--- config.mk ---
export PLATFORM = sky130hd
export DESIGN_NAME = logic_exec_unit
export DESIGN_NICKNAME = d
export VERILOG_FILES = /design/src/rtl/lu_pkg.sv /design/src/rtl/lu_logic_core.sv /design/src/rtl/lu_sign_ext.sv /design/src/rtl/lu_cond_gen.sv /design/src/rtl/logic_exec_unit.sv
export SDC_FILE = /design/constraint.sdc
export NUM_CORES = 1
export LEC_CHECK = 0
export BUFFER_PORTS_ARGS = -buffer_cell sky130_fd_sc_hd__buf_2
export CORE_ASPECT_RATIO = 1.25
export CORE_MARGIN = 3
export CORE_UTILIZATION = 62
export DETAILED_ROUTE_END_ITERATION = 8
export PLACE_DENSITY = 0.83
export SLEW_MARGIN = 20
export SYNTH_ARGS = -nofsm -noshare
export SYNTH_HDL_FRONTEND = slang
export SYNTH_HIERARCHICAL = 1
export SYNTH_SLANG_ARGS = --single-unit
--- constraint.sdc ---
create_clock -name clk -period 2.2 [get_ports clk]
set_input_delay 0.11 -clock clk [delete_from_list [all_inputs] [get_ports clk]]
set_output_delay 0.11 -clock clk [all_outputs]
set_load 0.02 [all_outputs]
--- src/rtl/lu_pkg.sv ---
package lu_pkg;

  typedef enum logic [4:0] {
    OP_AND   = 5'd0,
    OP_OR    = 5'd1,
    OP_XOR   = 5'd2,
    OP_NAND  = 5'd3,
    OP_NOR   = 5'd4,
    OP_EQV   = 5'd5,
    OP_ANDC  = 5'd6,
    OP_ORC   = 5'd7,
    OP_ANDI  = 5'd8,
    OP_ORI   = 5'd9,
    OP_XORI  = 5'd10,
    OP_ANDIS = 5'd11,
    OP_ORIS  = 5'd12,
    OP_XORIS = 5'd13,
    OP_EXTB  = 5'd14,
    OP_EXTH  = 5'd15,
    OP_EXTW  = 5'd16
  } lu_op_e;

  typedef enum logic [2:0] {
    FN_AND  = 3'd0,
    FN_OR   = 3'd1,
    FN_XOR  = 3'd2,
    FN_NAND = 3'd3,
    FN_NOR  = 3'd4,
    FN_EQV  = 3'd5,
    FN_ANDC = 3'd6,
    FN_ORC  = 3'd7
  } lu_fn_e;

  typedef struct packed {
    logic lt;
    logic gt;
    logic eq;
    logic so;
  } lu_cr_t;

endpackage

--- src/rtl/lu_logic_core.sv ---
module lu_logic_core
  import lu_pkg::*;
#(
  parameter int XLEN  = 64,
  parameter int IMM_W = 16
) (
  input  logic [4:0]       op,
  input  logic [XLEN-1:0]  a,
  input  logic [XLEN-1:0]  b,
  input  logic [IMM_W-1:0] imm,
  output logic [XLEN-1:0]  res,
  output logic             hit
);

  localparam int ZPAD_LO = XLEN - IMM_W;
  localparam int ZPAD_HI = XLEN - 2 * IMM_W;

  function automatic logic [XLEN-1:0] apply_fn(input lu_fn_e f,
                                              input logic [XLEN-1:0] x,
                                              input logic [XLEN-1:0] y);
    case (f)
      FN_AND:  return x & y;
      FN_OR:   return x | y;
      FN_XOR:  return x ^ y;
      FN_NAND: return ~(x & y);
      FN_NOR:  return ~(x | y);
      FN_EQV:  return ~(x ^ y);
      FN_ANDC: return x & ~y;
      default: return x | ~y;
    endcase
  endfunction

  logic [XLEN-1:0] imm_low;
  logic [XLEN-1:0] imm_up;
  logic [XLEN-1:0] opnd_y;
  lu_fn_e          fn;

  assign imm_low = {{ZPAD_LO{1'b0}}, imm};
  assign imm_up  = {{ZPAD_HI{1'b0}}, imm, {IMM_W{1'b0}}};

  always_comb begin
    fn     = FN_AND;
    opnd_y = b;
    hit    = 1'b1;
    case (op)
      OP_AND, OP_OR, OP_XOR, OP_NAND,
      OP_NOR, OP_EQV, OP_ANDC, OP_ORC: fn = lu_fn_e'(op[2:0]);
      OP_ANDI:  begin fn = FN_AND; opnd_y = imm_low; end
      OP_ORI:   begin fn = FN_OR;  opnd_y = imm_low; end
      OP_XORI:  begin fn = FN_XOR; opnd_y = imm_low; end
      OP_ANDIS: begin fn = FN_AND; opnd_y = imm_up;  end
      OP_ORIS:  begin fn = FN_OR;  opnd_y = imm_up;  end
      OP_XORIS: begin fn = FN_XOR; opnd_y = imm_up;  end
      default:  hit = 1'b0;
    endcase
  end

  assign res = hit ? apply_fn(fn, a, opnd_y) : '0;

endmodule

--- src/rtl/lu_sign_ext.sv ---
module lu_sign_ext #(
  parameter int XLEN   = 64,
  parameter int BASE_W = 8,
  parameter int N_SRC  = 3
) (
  input  logic [$clog2(N_SRC)-1:0] sel,
  input  logic                     en,
  input  logic [XLEN-1:0]          a,
  output logic [XLEN-1:0]          res
);

  localparam int SEL_W = $clog2(N_SRC);

  logic [XLEN-1:0] ext [N_SRC];

  for (genvar k = 0; k < N_SRC; k++) begin : g_src
    localparam int SW = BASE_W << k;
    assign ext[k] = {{(XLEN-SW){a[SW-1]}}, a[SW-1:0]};
  end

  always_comb begin
    res = '0;
    for (int k = 0; k < N_SRC; k++) begin
      if (en && sel == SEL_W'(k)) res = ext[k];
    end
  end

endmodule

--- src/rtl/lu_cond_gen.sv ---
module lu_cond_gen
  import lu_pkg::*;
#(
  parameter int XLEN = 64
) (
  input  logic [XLEN-1:0] res,
  input  logic            so,
  output lu_cr_t          cr
);

  logic is_zero;
  assign is_zero = (res == '0);

  always_comb begin
    cr.lt = res[XLEN-1];
    cr.eq = is_zero;
    cr.gt = !res[XLEN-1] && !is_zero;
    cr.so = so;
  end

endmodule

--- src/rtl/logic_exec_unit.sv ---
module logic_exec_unit
  import lu_pkg::*;
#(
  parameter int XLEN  = 64,
  parameter int IMM_W = 16
) (
  input  logic             clk,
  input  logic             rst_n,
  input  logic             in_valid,
  input  logic [4:0]       in_op,
  input  logic             in_rc,
  input  logic             in_so,
  input  logic [XLEN-1:0]  opnd_a,
  input  logic [XLEN-1:0]  opnd_b,
  input  logic [IMM_W-1:0] in_imm,
  output logic             out_valid,
  output logic [XLEN-1:0]  out_result,
  output logic             out_cr_we,
  output logic [3:0]       out_cr
);

  localparam int N_EXT = 3;
  localparam int EXT_SEL_W = $clog2(N_EXT);

  logic [XLEN-1:0]      core_res;
  logic                 core_hit;
  logic [XLEN-1:0]      ext_res;
  logic                 is_ext;
  logic [EXT_SEL_W-1:0] ext_sel;
  logic [4:0]           ext_idx;
  logic [XLEN-1:0]      result_d;
  logic                 upd_rule;
  logic                 rc_governed;
  logic                 op_unused;
  lu_cr_t               cr_d;

  lu_logic_core #(.XLEN(XLEN), .IMM_W(IMM_W)) u_core (
    .op (in_op), .a (opnd_a), .b (opnd_b), .imm (in_imm),
    .res(core_res), .hit(core_hit)
  );

  assign is_ext  = (in_op >= OP_EXTB) && (in_op <= OP_EXTW);
  assign ext_idx = in_op - OP_EXTB;
  assign ext_sel = ext_idx[EXT_SEL_W-1:0];

  lu_sign_ext #(.XLEN(XLEN), .BASE_W(8), .N_SRC(N_EXT)) u_ext (
    .sel(ext_sel), .en(is_ext), .a(opnd_a), .res(ext_res)
  );

  assign result_d  = core_hit ? core_res : ext_res;
  assign op_unused = !core_hit && !is_ext;

  always_comb begin
    rc_governed = 1'b0;
    upd_rule    = 1'b0;
    case (in_op)
      OP_AND, OP_OR, OP_XOR, OP_NAND, OP_NOR, OP_EQV, OP_ANDC, OP_ORC,
      OP_EXTB, OP_EXTH, OP_EXTW: begin rc_governed = 1'b1; upd_rule = in_rc; end
      OP_ANDI, OP_ANDIS:         upd_rule = 1'b1;
      default:                   upd_rule = 1'b0;
    endcase
  end

  lu_cond_gen #(.XLEN(XLEN)) u_cond (.res(result_d), .so(in_so), .cr(cr_d));

  always_ff @(posedge clk or negedge rst_n) begin
    if (!rst_n) begin
      out_valid  <= 1'b0;
      out_result <= '0;
      out_cr_we  <= 1'b0;
      out_cr     <= '0;
    end else begin
      out_valid <= in_valid;
      out_cr_we <= in_valid && upd_rule;
      if (in_valid) begin
        out_result <= result_d;
        out_cr     <= cr_d;
      end
    end
  end

  p_valid_latency_r9: assert property (@(posedge clk) disable iff (!rst_n)
    in_valid |=> out_valid);
  p_idle_hold_r9: assert property (@(posedge clk) disable iff (!rst_n)
    !in_valid |=> (!out_valid && !out_cr_we && $stable(out_result)));
  p_unused_zero_r5: assert property (@(posedge clk) disable iff (!rst_n)
    (in_valid && op_unused) |=> (out_result == '0 && !out_cr_we));
  p_and_imm_update_r6: assert property (@(posedge clk) disable iff (!rst_n)
    (in_valid && (in_op == OP_ANDI || in_op == OP_ANDIS)) |=> out_cr_we);
  p_rc_follows_r7: assert property (@(posedge clk) disable iff (!rst_n)
    (in_valid && rc_governed) |=> (out_cr_we == $past(in_rc)));
  p_one_compare_r8: assert property (@(posedge clk) disable iff (!rst_n)
    out_valid |-> ($countones(out_cr[3:1]) == 1));
  p_sign_lt_r8: assert property (@(posedge clk) disable iff (!rst_n)
    out_valid |-> (out_cr[3] == out_result[XLEN-1]));

endmodule

==> results of run 1 <==
routing by layer:
metal | overflow | GRT usage (%)
met1 | 3 | 83.7
met2 | 202 | 98.8
met3 | 6 | 71.8
met4 | 139 | 91.3
met5 | 0 | 31.8
timing repair:
action,CTS
pin swaps,54
buffers inserted,51
endpoints found under the setup margin,63
hold buffers,1
gates cloned,2
gates resized for setup,101
hold endpoints to repair,70
kinds of logic after synthesis:
| group | count (synthesis) | synth area share (%) |
|---|---|---|
| buf+inv | 227 | 8.88 |
| simple gates | 298 | 11.7 |
| flops | 70 | 13.1 |
| mux | 179 | 18.2 |
| compound gates | 425 | 24.0 |
| fa+ha+maj | 257 | 24.0 |
per-stage QoR:
| step | util, % | setup TNS (ps) | hold WS, ps |
|---|---|---|---|
| after floorplan | - | -14360 | -186 |
| after global placement | 84.2 | -34490 | 157 |
| after detailed placement | 84.2 | -38980 | 161 |
| after CTS | 90.4 | -13920 | 12.4 |
==> results.tsv, run 1 <==
metric	value	unit
outcome	stopped before the end	
Stopped at	5_1_grt	
Error	[ERROR GRT-0232] Routing congestion too high. Check the congestion heatmap in the GUI.	
Post-synth EDFFs	0	
residual overflow from global routing	350	
H-tree Lvls	3	
synthesis-stage register bit count	70	
DIE HEIGHT	170	um
Netlist cell types	64	
cell with the most instances after synthesis	ha_1	
Yosys top cell by area	ha_1	
mapped cell area	0.0134	mm^2
syn nets	1866	
Starting Density	63.5	%
Synth top area share	24.0	%
Syn. warnings	6	
worst_ep kind	register input	
syn avg cell area	9.18	um^2
clk buf depth	2	
register area share after synthesis	13.1	%
largest net degree at the start of global routing	71	
post-GRT worst EP	out_cr[2]$_DFFE_PN0P_/D	
FP Rows	59	
post-synthesis instance total	1456	
Post-Place Cells	2233	
Synth area leaders	ha_1 (24%), mux2_4 (13%), dfrtp_1 (13%)	
Post-synth ARST share	100	%
CTS Sinks	70	
Global Route Usage Sum	85.2	%
most instantiated cells after synthesis	ha_1 (256), mux2_4 (120), a21oi_1 (108)	
die width	137	um
DP Area	0.0177	mm^2
Num CTS Buffers	9	
root buf cell	clkbuf_16	
pre-CTS setup slack	-1560	ps
Main synth FF type	dfrtp_1	
# port buffers	223	
I/O pins	224	
Routability Congestion	1.00	
Detail Placement HPWL	38000	um
==> inputs of run 2 (changes only) <==
--- a/config.mk
+++ b/config.mk
@@ -6,11 +6,10 @@
 export NUM_CORES = 1
 export LEC_CHECK = 0
 export BUFFER_PORTS_ARGS = -buffer_cell sky130_fd_sc_hd__buf_2
-export CORE_ASPECT_RATIO = 1.25
 export CORE_MARGIN = 3
-export CORE_UTILIZATION = 62
+export CORE_UTILIZATION = 40
 export DETAILED_ROUTE_END_ITERATION = 8
-export PLACE_DENSITY = 0.83
+export PLACE_DENSITY_LB_ADDON = 0.15
 export SLEW_MARGIN = 20
 export SYNTH_ARGS = -nofsm -noshare
 export SYNTH_HDL_FRONTEND = slang
==> run 2 against run 1 <==
  * Area after synthesis unchanged
  * Synthesized cell count unchanged
  * The flow now finishes, with violations (negative setup slack)
==> results.tsv, run 2 <==
metric	value	unit	change
Main synth FF type	dfrtp_1		
most instantiated cells after synthesis	ha_1 (256), mux2_4 (120), a21oi_1 (108)		
Tot Pwr	7.09	mW	
crit path DAT	3530	ps	
RSZ-0062 raised after global routing	true		
Detail Placement HPWL	39700	um	+4.3%
syn avg cell area	9.18	um^2	unchanged
FP Rows	66		+12%
Num CTS Buffers	9		unchanged
max_slew headroom	58.1	%	
first-pass GRT wire length	81100	um	
Hold Crit Class	input pin to flip-flop		
CP cell instances	buf_8, nor2b_4, mux2i_2, nor2_2, buf_12, buf_12, a22o_1, ha_1, mux2i_1, nor2_1, a211o_1, o31a_1, mux2_4, nor4_4, nand4_1, nor4_2, nor2_1, mux2_4		
outcome	finished, violations left		
syn nets	1866		unchanged
register area share after synthesis	13.1	%	unchanged
Post-synth EDFFs	0		unchanged
slack of the critical path	-1120	ps	
Synth Area in Compound Gates	24.0	%	unchanged
initial antenna violation count	1		
Seq pwr share	20.1	%	
NetSw	2.53	mW	
minimum clock period after layout	3320	ps	
failing checks	negative setup slack		
Post-Synth Adder-Cell Area	24.0	%	unchanged
H-tree Lvls	3		unchanged
Synth top area share	24.0	%	unchanged
DRT Pass-1 Iters	5		
Hold Path Stages	2		
Netlist cell types	64		unchanged
Max Cap Viol	0		
clk buf depth	2		unchanged
CP endpoint kind	flip-flop		
max-slew violations	0		
Final Util	67.4	%	
I/O pins	224		unchanged
DRC viols	0		
Setup crit start kind	input pin		
final wirelength	55500	um	
layout net count	2520		
synthesis-stage register bit count	70		unchanged
max reg flops	64		
Worst-path clk slew	60	ps	
ANT nets after route	0		
simple-gate share of the synthesized area	11.7	%	unchanged
final setup fails	61		
highest-delay cell along the critical path	nor4_2		
Fmax	302	MHz	
worst path buffer plus inverter count	3		
Synth area leaders	ha_1 (24%), mux2_4 (13%), dfrtp_1 (13%)		
largest net degree at the start of global routing	71		
Setup TNS Final	-16330	ps	
main combinational cell family by area after synthesis	adder cells		
XOR/XNOR Fraction of Synth Area	0	%	unchanged
vias per inst	5.60		
mapped cell area	0.0134	mm^2	unchanged
Starting Density	40.9	%	-23 points
Via Count	14318		
mux contribution to synthesized area	18.2	%	unchanged
CTS tree	built		
Global Route Usage Sum	28.8	%	
clk_lat worst skew	320	ps	
highest-count cells in the layout ignoring fill and taps	buf_4 (410), buf_2 (217), ha_1 (177), mux2_4 (143), buf_6 (93)		
Placeable Area	0.0327	mm^2	
area delta synth->final	64.9	%	
clock power share	21.2	%	
share of layout cells above drive strength 1	60.5	%	
Worst EP required	2420	ps	
Iteration-0 DRC Markers	809		
max incr delay on CP	360	ps	
Post-synth ARST share	100	%	unchanged
die width	189	um	+37%
power density cells	321	mW/mm^2	
Yosys top cell by area	ha_1		
delay-heaviest family, CP	simple AND/OR/NAND/NOR gates		
Crit path depth	18		
Final Skew	0	ps	
fin crit share	151	%	
cell with the most instances after synthesis	ha_1		
residual overflow from global routing	0		
worst IR drop on VDD	0.483	mV	
Cell Int Power	4.55	mW	
Die ar.	0.0356	mm^2	
Logic pwr share	58.7	%	
CTS Sinks	70		unchanged
Routability Congestion	0.917		-8.3%
routed len/inst	21.7	um	
Most flops, register	out_result		
# port buffers	223		unchanged
post-synthesis instance total	1456		unchanged
worst reg-to-reg path cell count	1		
root buf cell	clkbuf_16		
DIE HEIGHT	189	um	+11%
biggest regs	out_result x64, out_cr x4		
switching part of the total	35.8	%	
Syn. warnings	6		unchanged
Final Hold Viols	0		
Worst Max-Slew Pin Slew	626	ps	
number of global-route vias before repair	14080		
Static Leak	11.1	nW	
CP Max Fanout	12		
Worst Setup Path Type	input pin to flip-flop		
commonest non-fill, non-tap cell in the layout	buf_4		
## run 2: cell counts after synthesis
No cell type changed its count.
## run 2: through the flow
stage	hold slack, ps	instances	worst slack (ps)	area, um^2
after global routing	21.1	2556	-1210	22000
after detailed placement	160	2441	-1510	18500
after floorplan	-186	1456	-1070	13800
after global placement	162	2441	-1530	18500
final	19.6	2558	-1120	22000
after CTS	9.78	2511	-1060	20400
## run 2: layout make-up
type / count / area, um^2
multi-input cells: 1161 / 12500
fillers: 2502 / 10700
repair buffers: 794 / 6650
flip-flops and latches: 70 / 1750
well taps: 442 / 553
inverters: 74 / 287
clock buffers: 11 / 233
clock inverters: 4 / 72.6
diodes: 2 / 5.00
## run 2: power groups by stage
| stage | Combinational [mW] | Clock [mW] | Sequential [mW] |
|---|---|---|---|
| 5_1_grt | 4.41 | 1.59 | 1.44 |
| 6_report | 4.16 | 1.50 | 1.43 |
| 3_3_place_gp | 3.22 | 0 | 1.45 |
| 3_5_place_dp | 3.29 | 0 | 1.45 |
| 2_1_floorplan | 1.69 | 0 | 1.55 |
| 4_1_cts | 3.68 | 1.54 | 1.43 |
## run 2: path summary, 6_finish.rpt
path | slack, ps | to | startpoint
max | -1120 | out_cr[2]$_DFFE_PN0P_ | in_op[0]
min | 20 | out_cr[0]$_DFFE_PN0P_ | in_so
max reg2reg | 1400 | out_cr[2]$_DFFE_PN0P_ | out_cr[2]$_DFFE_PN0P_
min reg2reg | 500 | out_result[63]$_DFFE_PN0P_ | out_result[63]$_DFFE_PN0P_
max in group asynchronous | 1550 | out_result[22]$_DFFE_PN0P_ | rst_n
min in group asynchronous | 330 | out_result[52]$_DFFE_PN0P_ | rst_n
## run 2: per-layer routing
layer  track usage, %  part of all wire (%)
met5                0                 0.023
met4             7.71                   2.5
met2             47.3                    47
met3             3.61                   6.4
met1             40.0                    44
## run 2: cells by family after synthesis
logic type,Yosys count
adders and majority gates,257
and+or+nand+nor,298
AOI/OAI and AO/OA,425
DFF,70
buffers and inverters,227
muxes,179
## run 2: repair_timing
item,in CTS,in global routing
pin swaps,94,130
resized for setup,204,246
hold buffers,1,0
setup endpoints to repair,66,67
cloned,8,2
buffers inserted,55,61
hold endpoints to repair,70,0
Note: power is estimated with default switching activity, not from simulation.
